`src/rtl/tach_pkg.sv`:
```
package tach_pkg;

    // Control byte bit positions (read and write)
    localparam int CB_M0   = 0;
    localparam int CB_M1   = 1;
    localparam int CB_PSEL = 2;
    localparam int CB_ERR  = 3;
    localparam int CB_STOP = 4;  // write strobe: stop; read: running
    localparam int CB_BSEL = 5;  // write strobe: byte select to upper; read: overflow
    localparam int CB_CLRF = 6;  // write strobe: clear fast flag; read: fast flag
    localparam int CB_CLRQ = 7;  // write strobe: clear quarter flag; read: quarter flag

    typedef enum logic [1:0] {
        SRC_TICK   = 2'd0,
        SRC_PULSE  = 2'd1,
        SRC_PERIOD = 2'd2
    } tach_src_e;

    function automatic tach_src_e tach_decode(input logic m0, input logic m1);
        if (m1)      return SRC_PERIOD;
        else if (m0) return SRC_PULSE;
        else         return SRC_TICK;
    endfunction

endpackage

```
`src/rtl/tach_pulse_sync.sv`:
```
module tach_pulse_sync #(
    parameter int SYNC_STAGES = 2
) (
    input  logic clk,
    input  logic rst_n,
    input  logic async_in,
    output logic pulse
);
    logic [SYNC_STAGES-1:0] chain_q;
    logic                   last_q;

    always_ff @(posedge clk or negedge rst_n) begin
        if (!rst_n) begin
            chain_q <= '0;
            last_q  <= 1'b0;
        end else begin
            chain_q[0] <= async_in;
            for (int i = 1; i < SYNC_STAGES; i++) chain_q[i] <= chain_q[i-1];
            last_q <= chain_q[SYNC_STAGES-1];
        end
    end

    assign pulse = chain_q[SYNC_STAGES-1] & ~last_q;


    single_pulse_chk: assert property (@(posedge clk) disable iff (!rst_n)
        pulse |=> !pulse);

endmodule

```
`src/rtl/tach_prescaler.sv`:
```
module tach_prescaler #(
    parameter int PRESCALE = 8
) (
    input  logic clk,
    input  logic rst_n,
    output logic tick
);
    localparam int PW = (PRESCALE > 1) ? $clog2(PRESCALE) : 1;
    localparam logic [PW-1:0] LAST = PW'(PRESCALE - 1);

    logic [PW-1:0] cnt_d, cnt_q;

    always_comb begin
        cnt_d = (cnt_q == LAST) ? '0 : cnt_q + PW'(1);
    end

    always_ff @(posedge clk or negedge rst_n) begin
        if (!rst_n) cnt_q <= '0;
        else        cnt_q <= cnt_d;
    end

    assign tick = (cnt_q == LAST);

    generate
        if (PRESCALE > 1) begin : g_gap

            tick_gap_chk: assert property (@(posedge clk) disable iff (!rst_n)
                tick |=> !tick);
        end
    endgenerate

endmodule

```
`src/rtl/tach_core.sv`:
```
module tach_core
    import tach_pkg::*;
#(
    parameter int ADDR_W    = 7,
    parameter int BYTE_W    = 8,
    parameter logic [ADDR_W-1:0] CTRL_ADDR = 7'h40,
    parameter logic [ADDR_W-1:0] DATA_ADDR = 7'h41
) (
    input  logic              clk,
    input  logic              rst_n,
    input  logic [ADDR_W-1:0] addr,
    input  logic              wr_en,
    input  logic              rd_en,
    input  logic [BYTE_W-1:0] wdata,
    output logic [BYTE_W-1:0] rdata,
    input  logic              tick,
    input  logic              ftp_p,
    input  logic              qtp_p,
    input  logic              mcy,
    output logic              err_lamp,
    output logic              ovf_flag
);
    localparam int CNT_W = 2 * BYTE_W;

    typedef struct packed {
        logic             m0;
        logic             m1;
        logic             psel;
        logic             err;
        logic             run;
        logic             ovf;
        logic             lower;
        logic             fdet;
        logic             qdet;
        logic [CNT_W-1:0] cnt;
        logic [CNT_W-1:0] hold;
    } core_state_t;

    core_state_t s_d, s_q;
    tach_src_e   src;
    logic        sel_pulse, adv, ctrl_wr, data_wr, data_rd;
    logic [CNT_W-1:0] view;

    assign ctrl_wr = wr_en && (addr == CTRL_ADDR);
    assign data_wr = wr_en && (addr == DATA_ADDR);
    assign data_rd = rd_en && !wr_en && (addr == DATA_ADDR);

    always_comb begin
        s_d       = s_q;
        src       = tach_decode(s_q.m0, s_q.m1);
        sel_pulse = s_q.psel ? qtp_p : ftp_p;
        case (src)
            SRC_TICK:  adv = tick;
            SRC_PULSE: adv = sel_pulse;
            default:   adv = 1'b1;
        endcase

        if (src == SRC_PERIOD && sel_pulse) s_d.hold = s_q.cnt;

        if (s_q.run && adv) begin
            if (&s_q.cnt) begin
                s_d.cnt = '0;
                s_d.ovf = 1'b1;
                s_d.run = 1'b0;
            end else begin
                s_d.cnt = s_q.cnt + CNT_W'(1);
            end
        end

        if (ftp_p && mcy) s_d.fdet = 1'b1;
        if (qtp_p && mcy) s_d.qdet = 1'b1;
        if (!mcy) begin
            s_d.fdet = 1'b0;
            s_d.qdet = 1'b0;
        end

        if (ctrl_wr) begin
            s_d.m0   = wdata[CB_M0];
            s_d.m1   = wdata[CB_M1];
            s_d.psel = wdata[CB_PSEL];
            s_d.err  = wdata[CB_ERR];
            if (wdata[CB_STOP]) s_d.run   = 1'b0;
            if (wdata[CB_BSEL]) s_d.lower = 1'b0;
            if (wdata[CB_CLRF]) s_d.fdet  = 1'b0;
            if (wdata[CB_CLRQ]) s_d.qdet  = 1'b0;
        end

        if (data_wr) begin
            if (!s_q.lower) begin
                s_d.cnt[CNT_W-1:BYTE_W] = wdata;
                s_d.run = 1'b1;
                s_d.ovf = 1'b0;
            end else begin
                s_d.cnt[BYTE_W-1:0] = wdata;
            end
            s_d.lower = ~s_q.lower;
        end else if (data_rd) begin
            s_d.lower = ~s_q.lower;
        end
    end

    always_ff @(posedge clk or negedge rst_n) begin
        if (!rst_n) s_q <= '0;
        else        s_q <= s_d;
    end

    always_comb begin
        view  = s_q.m1 ? s_q.hold : s_q.cnt;
        rdata = '0;
        if (addr == CTRL_ADDR) begin
            rdata[CB_M0]   = s_q.m0;
            rdata[CB_M1]   = s_q.m1;
            rdata[CB_PSEL] = s_q.psel;
            rdata[CB_ERR]  = s_q.err;
            rdata[CB_STOP] = s_q.run;
            rdata[CB_BSEL] = s_q.ovf;
            rdata[CB_CLRF] = s_q.fdet;
            rdata[CB_CLRQ] = s_q.qdet;
        end else if (addr == DATA_ADDR) begin
            rdata = s_q.lower ? view[BYTE_W-1:0] : view[CNT_W-1:BYTE_W];
        end
    end

    assign err_lamp = s_q.err;
    assign ovf_flag = s_q.ovf;

    logic [CNT_W-1:0] cnt_w, hold_w;
    logic ovf_w, run_w, lower_w, fdet_w, qdet_w, cap_w;
    assign cnt_w   = s_q.cnt;
    assign hold_w  = s_q.hold;
    assign ovf_w   = s_q.ovf;
    assign run_w   = s_q.run;
    assign lower_w = s_q.lower;
    assign fdet_w  = s_q.fdet;
    assign qdet_w  = s_q.qdet;
    assign cap_w   = (src == SRC_PERIOD) && sel_pulse;


    ovf_from_carry_chk: assert property (@(posedge clk) disable iff (!rst_n)
        $rose(ovf_w) |-> ($past(cnt_w) == '1 && $past(run_w)));

    idle_hold_chk: assert property (@(posedge clk) disable iff (!rst_n)
        (!run_w && !data_wr) |=> $stable(cnt_w));

    mcy_low_clear_chk: assert property (@(posedge clk) disable iff (!rst_n)
        !mcy |=> (!fdet_w && !qdet_w));

    hold_only_on_pulse_chk: assert property (@(posedge clk) disable iff (!rst_n)
        !cap_w |=> $stable(hold_w));

    arm_on_upper_chk: assert property (@(posedge clk) disable iff (!rst_n)
        (data_wr && !lower_w) |=> (run_w && !ovf_w));

endmodule

```
`src/rtl/tach_timer.sv`:
```
module tach_timer #(
    parameter int ADDR_W      = 7,
    parameter int BYTE_W      = 8,
    parameter int PRESCALE    = 8,
    parameter int SYNC_STAGES = 2,
    parameter logic [ADDR_W-1:0] CTRL_ADDR = 7'h40,
    parameter logic [ADDR_W-1:0] DATA_ADDR = 7'h41
) (
    input  logic              clk,
    input  logic              rst_n,
    input  logic [ADDR_W-1:0] addr,
    input  logic              wr_en,
    input  logic              rd_en,
    input  logic [BYTE_W-1:0] wdata,
    output logic [BYTE_W-1:0] rdata,
    input  logic              ftp_in,
    input  logic              qtp_in,
    input  logic              mcy,
    output logic              err_lamp,
    output logic              ovf_flag
);
    localparam int NPULSE = 2;

    logic [NPULSE-1:0] raw_in, pulses;
    logic              tick;

    assign raw_in = {qtp_in, ftp_in};

    generate
        for (genvar g = 0; g < NPULSE; g++) begin : g_sync
            tach_pulse_sync #(.SYNC_STAGES(SYNC_STAGES)) u_sync (
                .clk(clk), .rst_n(rst_n), .async_in(raw_in[g]), .pulse(pulses[g])
            );
        end
    endgenerate

    tach_prescaler #(.PRESCALE(PRESCALE)) u_pre (
        .clk(clk), .rst_n(rst_n), .tick(tick)
    );

    tach_core #(
        .ADDR_W(ADDR_W), .BYTE_W(BYTE_W),
        .CTRL_ADDR(CTRL_ADDR), .DATA_ADDR(DATA_ADDR)
    ) u_core (
        .clk(clk), .rst_n(rst_n), .addr(addr), .wr_en(wr_en), .rd_en(rd_en),
        .wdata(wdata), .rdata(rdata), .tick(tick), .ftp_p(pulses[0]),
        .qtp_p(pulses[1]), .mcy(mcy), .err_lamp(err_lamp), .ovf_flag(ovf_flag)
    );

endmodule

```
`config.mk`:
```
export PLATFORM = sky130hd
export DESIGN_NAME = tach_timer
export DESIGN_NICKNAME = d
export VERILOG_FILES = /design/src/rtl/tach_pkg.sv /design/src/rtl/tach_pulse_sync.sv /design/src/rtl/tach_prescaler.sv /design/src/rtl/tach_core.sv /design/src/rtl/tach_timer.sv
export SDC_FILE = /design/constraint.sdc
export NUM_CORES = 1
export LEC_CHECK = 0
export BUFFER_PORTS_ARGS = -buffer_cell sky130_fd_sc_hd__buf_2
export CAP_MARGIN = 25
export CORE_UTILIZATION = 55
export CTS_CLUSTER_SIZE = 16
export DETAILED_ROUTE_END_ITERATION = 8
export PLACE_DENSITY_LB_ADDON = 0.1
export SYNTH_ARGS = -nofsm -noshare
export SYNTH_HDL_FRONTEND = slang
export SYNTH_SLANG_ARGS = --single-unit
```
`constraint.sdc`:
```
create_clock -name clk -period 3.3 [get_ports clk]
set_input_delay 0.165 -clock clk [delete_from_list [all_inputs] [get_ports clk]]
set_output_delay 0.165 -clock clk [all_outputs]
set_load 0.02 [all_outputs]
```
**Word level (Yosys, flattened, before mapping)**

Cells that the tools add are included.

- Bits in latches: 0
- Logic and storage cells: 71
- Memory bits (writable): 0
- ROM bits: 0
- Output and inout port bits: 10
- Memories kept: 0
- Register bits after elaboration: 50

- Div/mod/pow operators: 0
- $mul: 0
- Equality and inequality tests: 5
- Reductions and logical operators: 14
- Multiplexer cells: 29
- Bitwise operators: 5
- Shift operators: 0
- Add/subtract/negate cells: 2
- $lt $le $gt $ge: 0

Operators by type and width:

| kind | number |
|---|---|
| $mux 16 | 4 |
| $mux 8 | 5 |
| $add 16x1->16 const B | 1 |
| $reduce_and 16->1 | 1 |
| $eq 7x7->1 const B | 2 |
| $mux 2 | 6 |
| $mux 1 | 11 |
| $logic_and 1x1->1 | 8 |
| $mux 3 | 2 |
| $reduce_bool 3->1 | 2 |
| $add 3x1->3 const B | 1 |
| $eq 3x3->1 const B | 1 |
| $not 1->1 | 3 |
| $and 1x1->1 | 2 |
| $eq 2x1->1 const B | 1 |
| $eq 2x2->1 const B | 1 |
| $logic_not 2->1 | 1 |
| $pmux 1 s2 | 1 |
| $reduce_and 2->1 | 1 |
| $logic_not 1->1 | 1 |

**Longest topological paths before layout**

Gate-level depths: netlist (run 1).

- Depth in word-level cells: 10
- Gate-level depth with buffers: 8
- Depth with buffers taken out: 7

**By module**

Synthesis (run 1) repeated with hierarchy kept, for this count alone.

- Cells, all modules: 233
- Area total of the unflattened synthesis: 2,682.6 um^2

Modules (own cells, without submodules):

| module | cells an instance | times used | area each (um^2) |
|---|---|---|---|
| tach_core | 218 | 1 | 2,394.8 |
| tach_pulse_sync | 4 | 2 | 88.8 |
| tach_prescaler | 7 | 1 | 110.1 |

**Least setup slack after synthesis (run 1)**

No wires, ideal clock.

- Path type: reg2reg
- Start: register u_pre.cnt_q[0]
- End: register u_core.s_q, in the netlist u_core.cnt_w[7]
- Period minus slack after synthesis: 1.855 ns
- Stages on the path, launching flop included: 9
- Arrival: 1.759 ns
- Path buffers: 1
- Setup slack: 1.445 ns
- Cells stage by stage: dfrtp_1 ha_1 ha_1 nor2b_1 o41ai_2 buf_2 nor3_1 xnor2_1 o31ai_1

RTL lines:

| item | line | text |
|---|---|---|
| start, declared | tach_prescaler.sv:11 | `logic [PW-1:0] cnt_d, cnt_q;` |
| start signal, assigned | tach_prescaler.sv:19 | `else cnt_q <= cnt_d;` |
| end signal, assigned | tach_core.sv:103 | `if (!rst_n) s_q <= '0;` |
| end signal, assigned | tach_core.sv:104 | `else s_q <= s_d;` |
| end, declared | tach_core.sv:39 | `core_state_t s_d, s_q;` |

**Worst setup path after layout (run 1)**

- Start: register u_core.s_q[39] in the netlist's numbering
- End: output port rdata[2]

- Cells in the longest elaborated chain, start to end: 4

RTL lines:

| item | line | text |
|---|---|---|
| $mux 16 | tach_core.sv:108 | `view = s_q.m1 ? s_q.hold : s_q.cnt;` |
| $mux 8 | tach_core.sv:120 | `rdata = s_q.lower ? view[BYTE_W-1:0] : view[CNT_W-1:BYTE_W];` |
| $mux 8 | tach_core.sv:119 | `end else if (addr == DATA_ADDR) begin` |
| $mux 8 | tach_core.sv:110 | `if (addr == CTRL_ADDR) begin` |
| end, declared | tach_timer.sv:15 | `output logic [BYTE_W-1:0] rdata,` |

No other way between the ends.

==> key figures, run 1 <==
Status
  – Status: finished, violations left
  – Failing checks: design-rule violations

STA
  – Achievable Freq: 439.8 MHz
  – WHS: 0.06593 ns
  – Final worst path period need: 2.274 ns
  – Period utilization: 68.91%
  – Max-slew violation count: 0
  – Unrepaired setup endpoints after global routing: no
  – Setup TNS: 0 ns
  – Worst clock skew: 0.006770 ns
  – Final setup fails: 0
  – Worst-Margin Slew: 0.9422 ns
  – Final Hold Vio Count: 0
  – Relative slew slack: 37.18%

Synth
  – Post-synthesis sequential area ratio: 47.85%
  – Synthesized Nets: 256
  – Yosys Warn Count: 0
  – Dominant synthesized flop cell: dfrtp_1
  – Synth Area per Inst: 11.32 µm²
  – EDFF count, synth: 0
  – Netlist cell types: 46
  – Cells after Synth: 231
  – Share of async-settable or async-resettable flops after synthesis: 100.0%
  – Yosys reg bits: 50
  – Cell Area, Synth: 0.002615 mm²

Worst setup path
  – Arr. time, crit path: 2.11 ns
  – Bufs and invs on worst path: 1
  – CP Launch Type: flop
  – Critical-path top delay cell: dfrtp_1
  – Crit path required time: 3.13 ns
  – RR Startpoint: u_core.cnt_w[1]
  – Critical path class: reg -> out
  – Crit path largest cell delay: 0.84 ns
  – Crit path capture type: primary output
  – Crit Reg-Reg Endpoint: u_core.cnt_w[3]
  – Largest delay contributor family on the critical path: flip-flops
  – Reg2reg setup slack: 1.21 ns
  – Reg2Reg Depth: 6
  – Cell Chain, Critical Path: mux4_2, mux2i_1, nor2_1, buf_2
  – CP Max Fanout: 14

Place
  – Port Buffers: 31
  – Final HPWL DP: 4.159 mm
  – Placed cell area: 0.002808 mm²
  – Gp weighted congestion: 0.8641

Power
  – Total power: 0.001896 W
  – Highest ir drop seen on vdd: 380.1 µV
  – P_leak: 1.280 nW
  – Pwr dens: 647.4 mW/mm²

Finish
  – Syn-to-layout area delta: 12.01%
  – Share of cells above drive strength 1: 27.65%
  – Fin area: 0.002929 mm²
  – Ant. Diodes: 0
  – Final net count: 288
  – Filler cells: 351

Global route
  – Congestion Overflow GR: 0
  – Largest net degree at the start of global routing: 33
  – Global-route wire length before repair: 9.763 mm
  – Antenna violations before repair: 0
  – Overall fraction of global-route tracks in use: 26.07%
  – Vias in the first global route: 1,883

Clocking
  – CTS tree: yes
  – Clock tree sinks: 50
  – Post-CTS sizing: 0
  – Buffer levels on the longest clock path: 2
  – CTS Root Cell: clkbuf_8
  – Num CTS Buffers: 5
  – H-tree levels: 2
  – Cts hold-fix bufs: 3
  – Worst-skew pair later-pin latency: 0.30 ns
  – Post-CTS Setup Bufs: 0
  – Clk slew on worst S/H paths: 0.08 ns

Routing
  – Via count: 1,967
  – Metal-1 WL: 2.648 mm
  – Routed WL per cell: 18.50 µm
  – Drt via density: 6.225
  – DRC Markers: 4
  – DRT Pass-1 Iters: 8
  – Routed Antenna Nets: 0
  – Max Used Layer: met4
  – Wire length on met2: 2.767 mm
  – Met3 WL: 333 µm
  – DR iter-0 viols: 92
  – Routed WL: 5.847 mm

Min path
  – Hold Crit Class: in -> reg
  – Hold path depth: 2
  – Hold_sp: wdata[6]
  – Worst hold endpoint: u_core.fdet_w

Floorplanning
  – Area of the core: 0.004474 mm²
  – Die area: 0.005035 mm²
  – I/O pin count: 32
  – Num rows: 24
  – Die Width: 70.96 µm
  – Die Y: 70.96 µm
  – Initial Util: 58.45%

Job
  – Max-cap violations: 0
[synth_stat cells, types with 2 or more instances]
cell      instances  area (µm²)
dfrtp_1          50        1251
mux2_2           20       225.2
nor2_1           18       67.56
nand2_1          15       56.30
o21ai_0          15       75.07
a21oi_1          10       50.05
mux2i_1           9       90.09
mux4_2            7       157.7
nand3_1           7       35.03
xnor2_1           7       61.31
nand4_1           6       37.54
buf_2             5       25.02
nor3_1            5       25.02
nor4_1            5       31.28
clkbuf_1          4       15.01
nor2b_1           4       25.02
xor2_1            4       35.03
and3_1            3       18.77
and4_1            3       26.28
ha_1              3       37.54
a31oi_1           2       12.51
and4b_1           2       20.02
nand3b_1          2       15.01
o31ai_1           2       15.01
or4_1             2       15.01
[worst reg2reg max path, stage by stage, from the launching register on]
cell and delay (ns):
dfrtp_1 0.44, ha_1 0.24, nand4_1 0.25, nor4_1 0.63, o21ai_0 0.20, nand2_1 0.10, a31oi_1 0.08
[routing by layer]
layer  GRT usage (%)  vias up
met1           38.26      983
met4           8.667        0
met3           4.416        8
met5               0        -
li1                -      922
met2           39.85       54
[layout by cell type (no fill, tap or decap), drive strengths merged, types with 5 or more instances in the layout]
cell	n
nand4	7
o21ai	16
buf	33
mux2	20
mux4	7
nand3	7
nor3	5
xnor2	7
mux2i	9
nand2	15
nor4	5
a21oi	10
nor2	18
dfrtp	50
clkbuf	7
[layout make-up]
type,instances,area [µm²],area share (%)
flip-flops and latches,50,1251,42.72
repair buffers,36,212.7,7.262
clock buffers,7,86.33,2.947
inverters,1,3.754,0.1282
well taps,52,65.06,2.221
multi-input cells,169,1305,44.55
clock inverters,1,5.005,0.1709
[registers in the layout, indices dropped and copies added (netlist names), 2 cells and up]
register,flops
u_core.cnt_w,16
u_core.hold_w,16
u_pre.cnt_q,3
u_core.s_q,3
g_sync.u_sync.last_q,2
g_sync.u_sync.chain_q,4
[through the flow]
| step | instances | util (%) | setup slack, ns |
|---|---|---|---|
| after floorplan | 231 | - | 1.445 |
| after global placement | 304 | 62.30 | 1.099 |
| after detailed placement | 305 | 62.75 | 1.041 |
| after CTS | 316 | 65.46 | 1.018 |
| after global routing | 316 | 65.46 | 0.9178 |
| final | 316 | 65.46 | 1.026 |
[power breakdown]
part,internal [W],total [W],switching [W]
clock,0.000169,0.000361,0.000192
sequential,0.000795,0.00102,0.000226
combinational,0.000288,0.000514,0.000226
[worst max path at each step]
stage | startpoint | endpoint | slack, ns | cells after the start
global placement | addr[1] | u_core.err_lamp | 1.10 | 5
floorplan | u_pre.cnt_q[0] | u_core.cnt_w[7] | 1.45 | 8
detailed placement | addr[1] | u_core.s_q[40] | 1.04 | 5
CTS | u_core.s_q[39] | rdata[2] | 1.02 | 4
global route | u_core.s_q[39] | rdata[4] | 0.92 | 4
finish | u_core.s_q[39] | rdata[2] | 1.03 | 4
[cells by family after synthesis]
logic type / Yosys count / synth area share (%)
flops: 50 / 47.85
mux: 36 / 18.09
fa+ha+maj: 3 / 1.436
buf+inv: 12 / 2.248
simple gates: 79 / 17.03
xor+xnor: 11 / 3.684
compound gates: 40 / 9.666
(Power assumes the default switching activity.)
==> run 2: changes to the inputs <==
--- a/config.mk
+++ b/config.mk
@@ -7,7 +7,7 @@
 export LEC_CHECK = 0
 export BUFFER_PORTS_ARGS = -buffer_cell sky130_fd_sc_hd__buf_2
 export CAP_MARGIN = 25
-export CORE_UTILIZATION = 55
+export CORE_UTILIZATION = 52
 export CTS_CLUSTER_SIZE = 16
 export DETAILED_ROUTE_END_ITERATION = 8
 export PLACE_DENSITY_LB_ADDON = 0.1
==> constraint.sdc (replaced) <==
create_clock -name clk -period 1.95 [get_ports clk]
set_input_delay 0.0975 -clock clk [delete_from_list [all_inputs] [get_ports clk]]
set_output_delay 0.0975 -clock clk [all_outputs]
set_load 0.02 [all_outputs]
==> run 2 against run 1 <==
  * The flow now finishes without violations
  * Sequential share of layout area shrank 3.0 points
  * Clock-buffer cell count did not move
  * Die area grew 5.6%
  * Highest routed layer unchanged
  * Flip-flop and latch count stayed put
  * First-iteration DRC count is 87% higher
  * Clock power is 100% higher
  * Utilization increased by 0.58 points
  * Setup slack got worse by 0.97 ns
==> key figures, run 2 (same netlist as run 1, synthesis figures left out) <==
Floorplanning
  – Die Width: 72.92 µm (+2.8%)
  – Die area: 0.005317 mm² (+5.6%)
  – Num rows: 25 (+4.2%)
  – I/O pin count: 32 (unchanged)
  – Initial Util: 54.64% (-3.8 points)
  – Die Y: 72.92 µm (+2.8%)
  – Area of the core: 0.004786 mm² (+7.0%)

Min path
  – Hold_sp: wdata[7]
  – Worst hold endpoint: u_core.qdet_w
  – Hold path depth: 2 (unchanged)
  – Hold Crit Class: in -> reg

Status
  – Status: finished clean

Worst setup path
  – Reg2reg setup slack: 0.05 ns (-1.16 ns)
  – Crit Reg-Reg Endpoint: u_core.cnt_w[15]
  – Critical path class: reg -> reg
  – CP Launch Type: flop
  – Arr. time, crit path: 2.12 ns (about the same)
  – Crit path required time: 2.18 ns (-0.95 ns)
  – RR Startpoint: u_pre.cnt_q[0]
  – Reg2Reg Depth: 6 (unchanged)
  – CP Max Fanout: 4 (-10)
  – Crit path capture type: flop

STA
  – Relative slew slack: 58.92% (+22 points)
  – Max-slew violation count: 0 (unchanged)
  – Period utilization: 97.23%
  – Worst setup margin: 0.05399 ns (-0.9720 ns)
  – Achievable Freq: 527.4 MHz
  – Final setup fails: 0 (unchanged)
  – Worst clock skew: 0.006064 ns (-0.0007055 ns)
  – WHS: 0.007716 ns (-0.05822 ns)
  – Setup TNS: 0 ns (unchanged)
  – Worst-Margin Slew: 0.6162 ns (-0.3260 ns)
  – Final worst path period need: 1.896 ns
  – Final Hold Vio Count: 0 (unchanged)
  – Unrepaired setup endpoints after global routing: yes

Routing
  – Via count: 2,134 (+8.5%)
  – Routed WL: 6.500 mm (+11%)
  – DRT Pass-1 Iters: 5 (-3)
  – Drt via density: 6.011 (-3.4%)
  – DRC Markers: 0 (-4)
  – Routed Antenna Nets: 0 (unchanged)
  – DR iter-0 viols: 172 (+87%)
  – Routed WL per cell: 18.31 µm (-1.0%)

Clocking
  – Buffer levels on the longest clock path: 2 (unchanged)
  – H-tree levels: 2 (unchanged)
  – Clk slew on worst S/H paths: 0.09 ns (about the same)
  – CTS tree: yes
  – CTS Root Cell: clkbuf_8
  – Worst-skew pair later-pin latency: 0.30 ns (about the same)
  – Clock tree sinks: 50 (unchanged)
  – Num CTS Buffers: 5 (unchanged)

Finish
  – Filler cells: 398 (+13%)
  – Commonest non-fill, non-tap cell in the layout: dfrtp_1
  – Syn-to-layout area delta: 20.86%
  – Final net count: 312 (+8.3%)
  – Ant. Diodes: 0 (unchanged)
  – Util after Layout: 66.04% (+0.58 points)
  – Most frequent cells in the layout: dfrtp_1, buf_2, buf_4, mux2_2, nor2_1
  – Share of cells above drive strength 1: 35.07% (+7.4 points)

Global route
  – Global-route wire length before repair: 10.61 mm (+8.6%)
  – Largest net degree at the start of global routing: 51 (+55%)
  – Antenna violations before repair: 0 (unchanged)
  – Overall fraction of global-route tracks in use: 27.31% (+1.2 points)
  – Vias in the first global route: 2,046 (+8.7%)
  – Congestion Overflow GR: 0 (unchanged)

Power
  – Pwr dens: 1142 mW/mm² (+76%)
  – P_leak: 1.377 nW (+7.5%)
  – Highest ir drop seen on vdd: 616.5 µV (+62%)

Place
  – Place WS: -0.04436 ns (-1.085 ns)
  – Gp weighted congestion: 0.8902 (+3.0%)
  – Port Buffers: 31 (unchanged)
  – Final HPWL DP: 4.550 mm (+9.4%)

Job
  – Max-cap violations: 0 (unchanged)
==> run 2: cell count changes in the layout (fill, tap and decap cells not counted), sizes merged <==
cell    before  now
o41a         1    2
bufinv       0    1
buf         33   56
clkinv       1    0
==> run 2: power by group <==
group | internal, W | leakage [nW] | switching [W] | total [W]
clock | 0.000384 | 0.0524 | 0.000339 | 0.000724
combinational | 0.000675 | 0.731 | 0.000627 | 0.00130
sequential | 0.00135 | 0.593 | 0.000234 | 0.00158
==> run 2: worst max path at each step <==
stage / start / to / slack (ns) / cells after the start
finish: u_pre.cnt_q[0] / u_core.cnt_w[15] / 0.05 / 6
global route: u_pre.cnt_q[0] / u_core.cnt_w[7] / -0.03 / 8
CTS: u_pre.cnt_q[0] / u_core.cnt_w[12] / 0.0008 / 7
detailed placement: u_pre.cnt_q[0] / u_core.cnt_w[12] / -0.04 / 7
global placement: u_pre.cnt_q[0] / u_core.cnt_w[12] / 0.006 / 7
floorplan: u_pre.cnt_q[0] / u_core.cnt_w[7] / 0.1 / 8
==> run 2: per-stage QoR <==
step | cells | instance area, µm² | total power [W]
2_1_floorplan | 231 | 2615 | 0.002323
3_3_place_gp | 342 | 2979 | 0.002804
3_5_place_dp | 342 | 2979 | 0.002839
4_1_cts | 354 | 3142 | 0.003578
5_1_grt | 355 | 3161 | 0.003803
6_report | 355 | 3161 | 0.003608
==> run 2: layout make-up <==
class	count	area (µm²)	area share, %
Multi-Input combinational cell	170	1336	42.28
Sequential cell	50	1254	39.67
Timing Repair Buffer	59	376.6	11.92
Tap cell	67	83.83	2.652
Clock buffer	7	76.32	2.415
Clock inverter	1	30.03	0.9501
Inverter	1	3.754	0.1188
==> run 2: worst max-delay path: stages (launching register included) <==
cell	delay (ns)
dfrtp_1	0.39
ha_1	0.21
ha_2	0.18
nor2b_4	0.14
or4_1	0.45
a31o_2	0.30
o21ai_0	0.16
==> run 2: per-layer routing <==
| layer | GRT usage [%] | up-vias | part of all wire [%] |
|---|---|---|---|
| li1 | - | 982 | - |
| met1 | 37.39 | 1054 | 45 |
| met2 | 42.78 | 83 | 47 |
| met3 | 4.696 | 15 | 5.6 |
| met4 | 12.42 | 0 | 2.2 |
| met5 | 0 | - | 0 |
==> run 2: repair_timing <==
item	CTS	global route
hold buffers	3	0
hold endpoints to repair	52	0
setup endpoints to repair	2	16
pin swaps	2	2
gates resized for setup	5	7
setup buffers	0	1
cloned	1	0
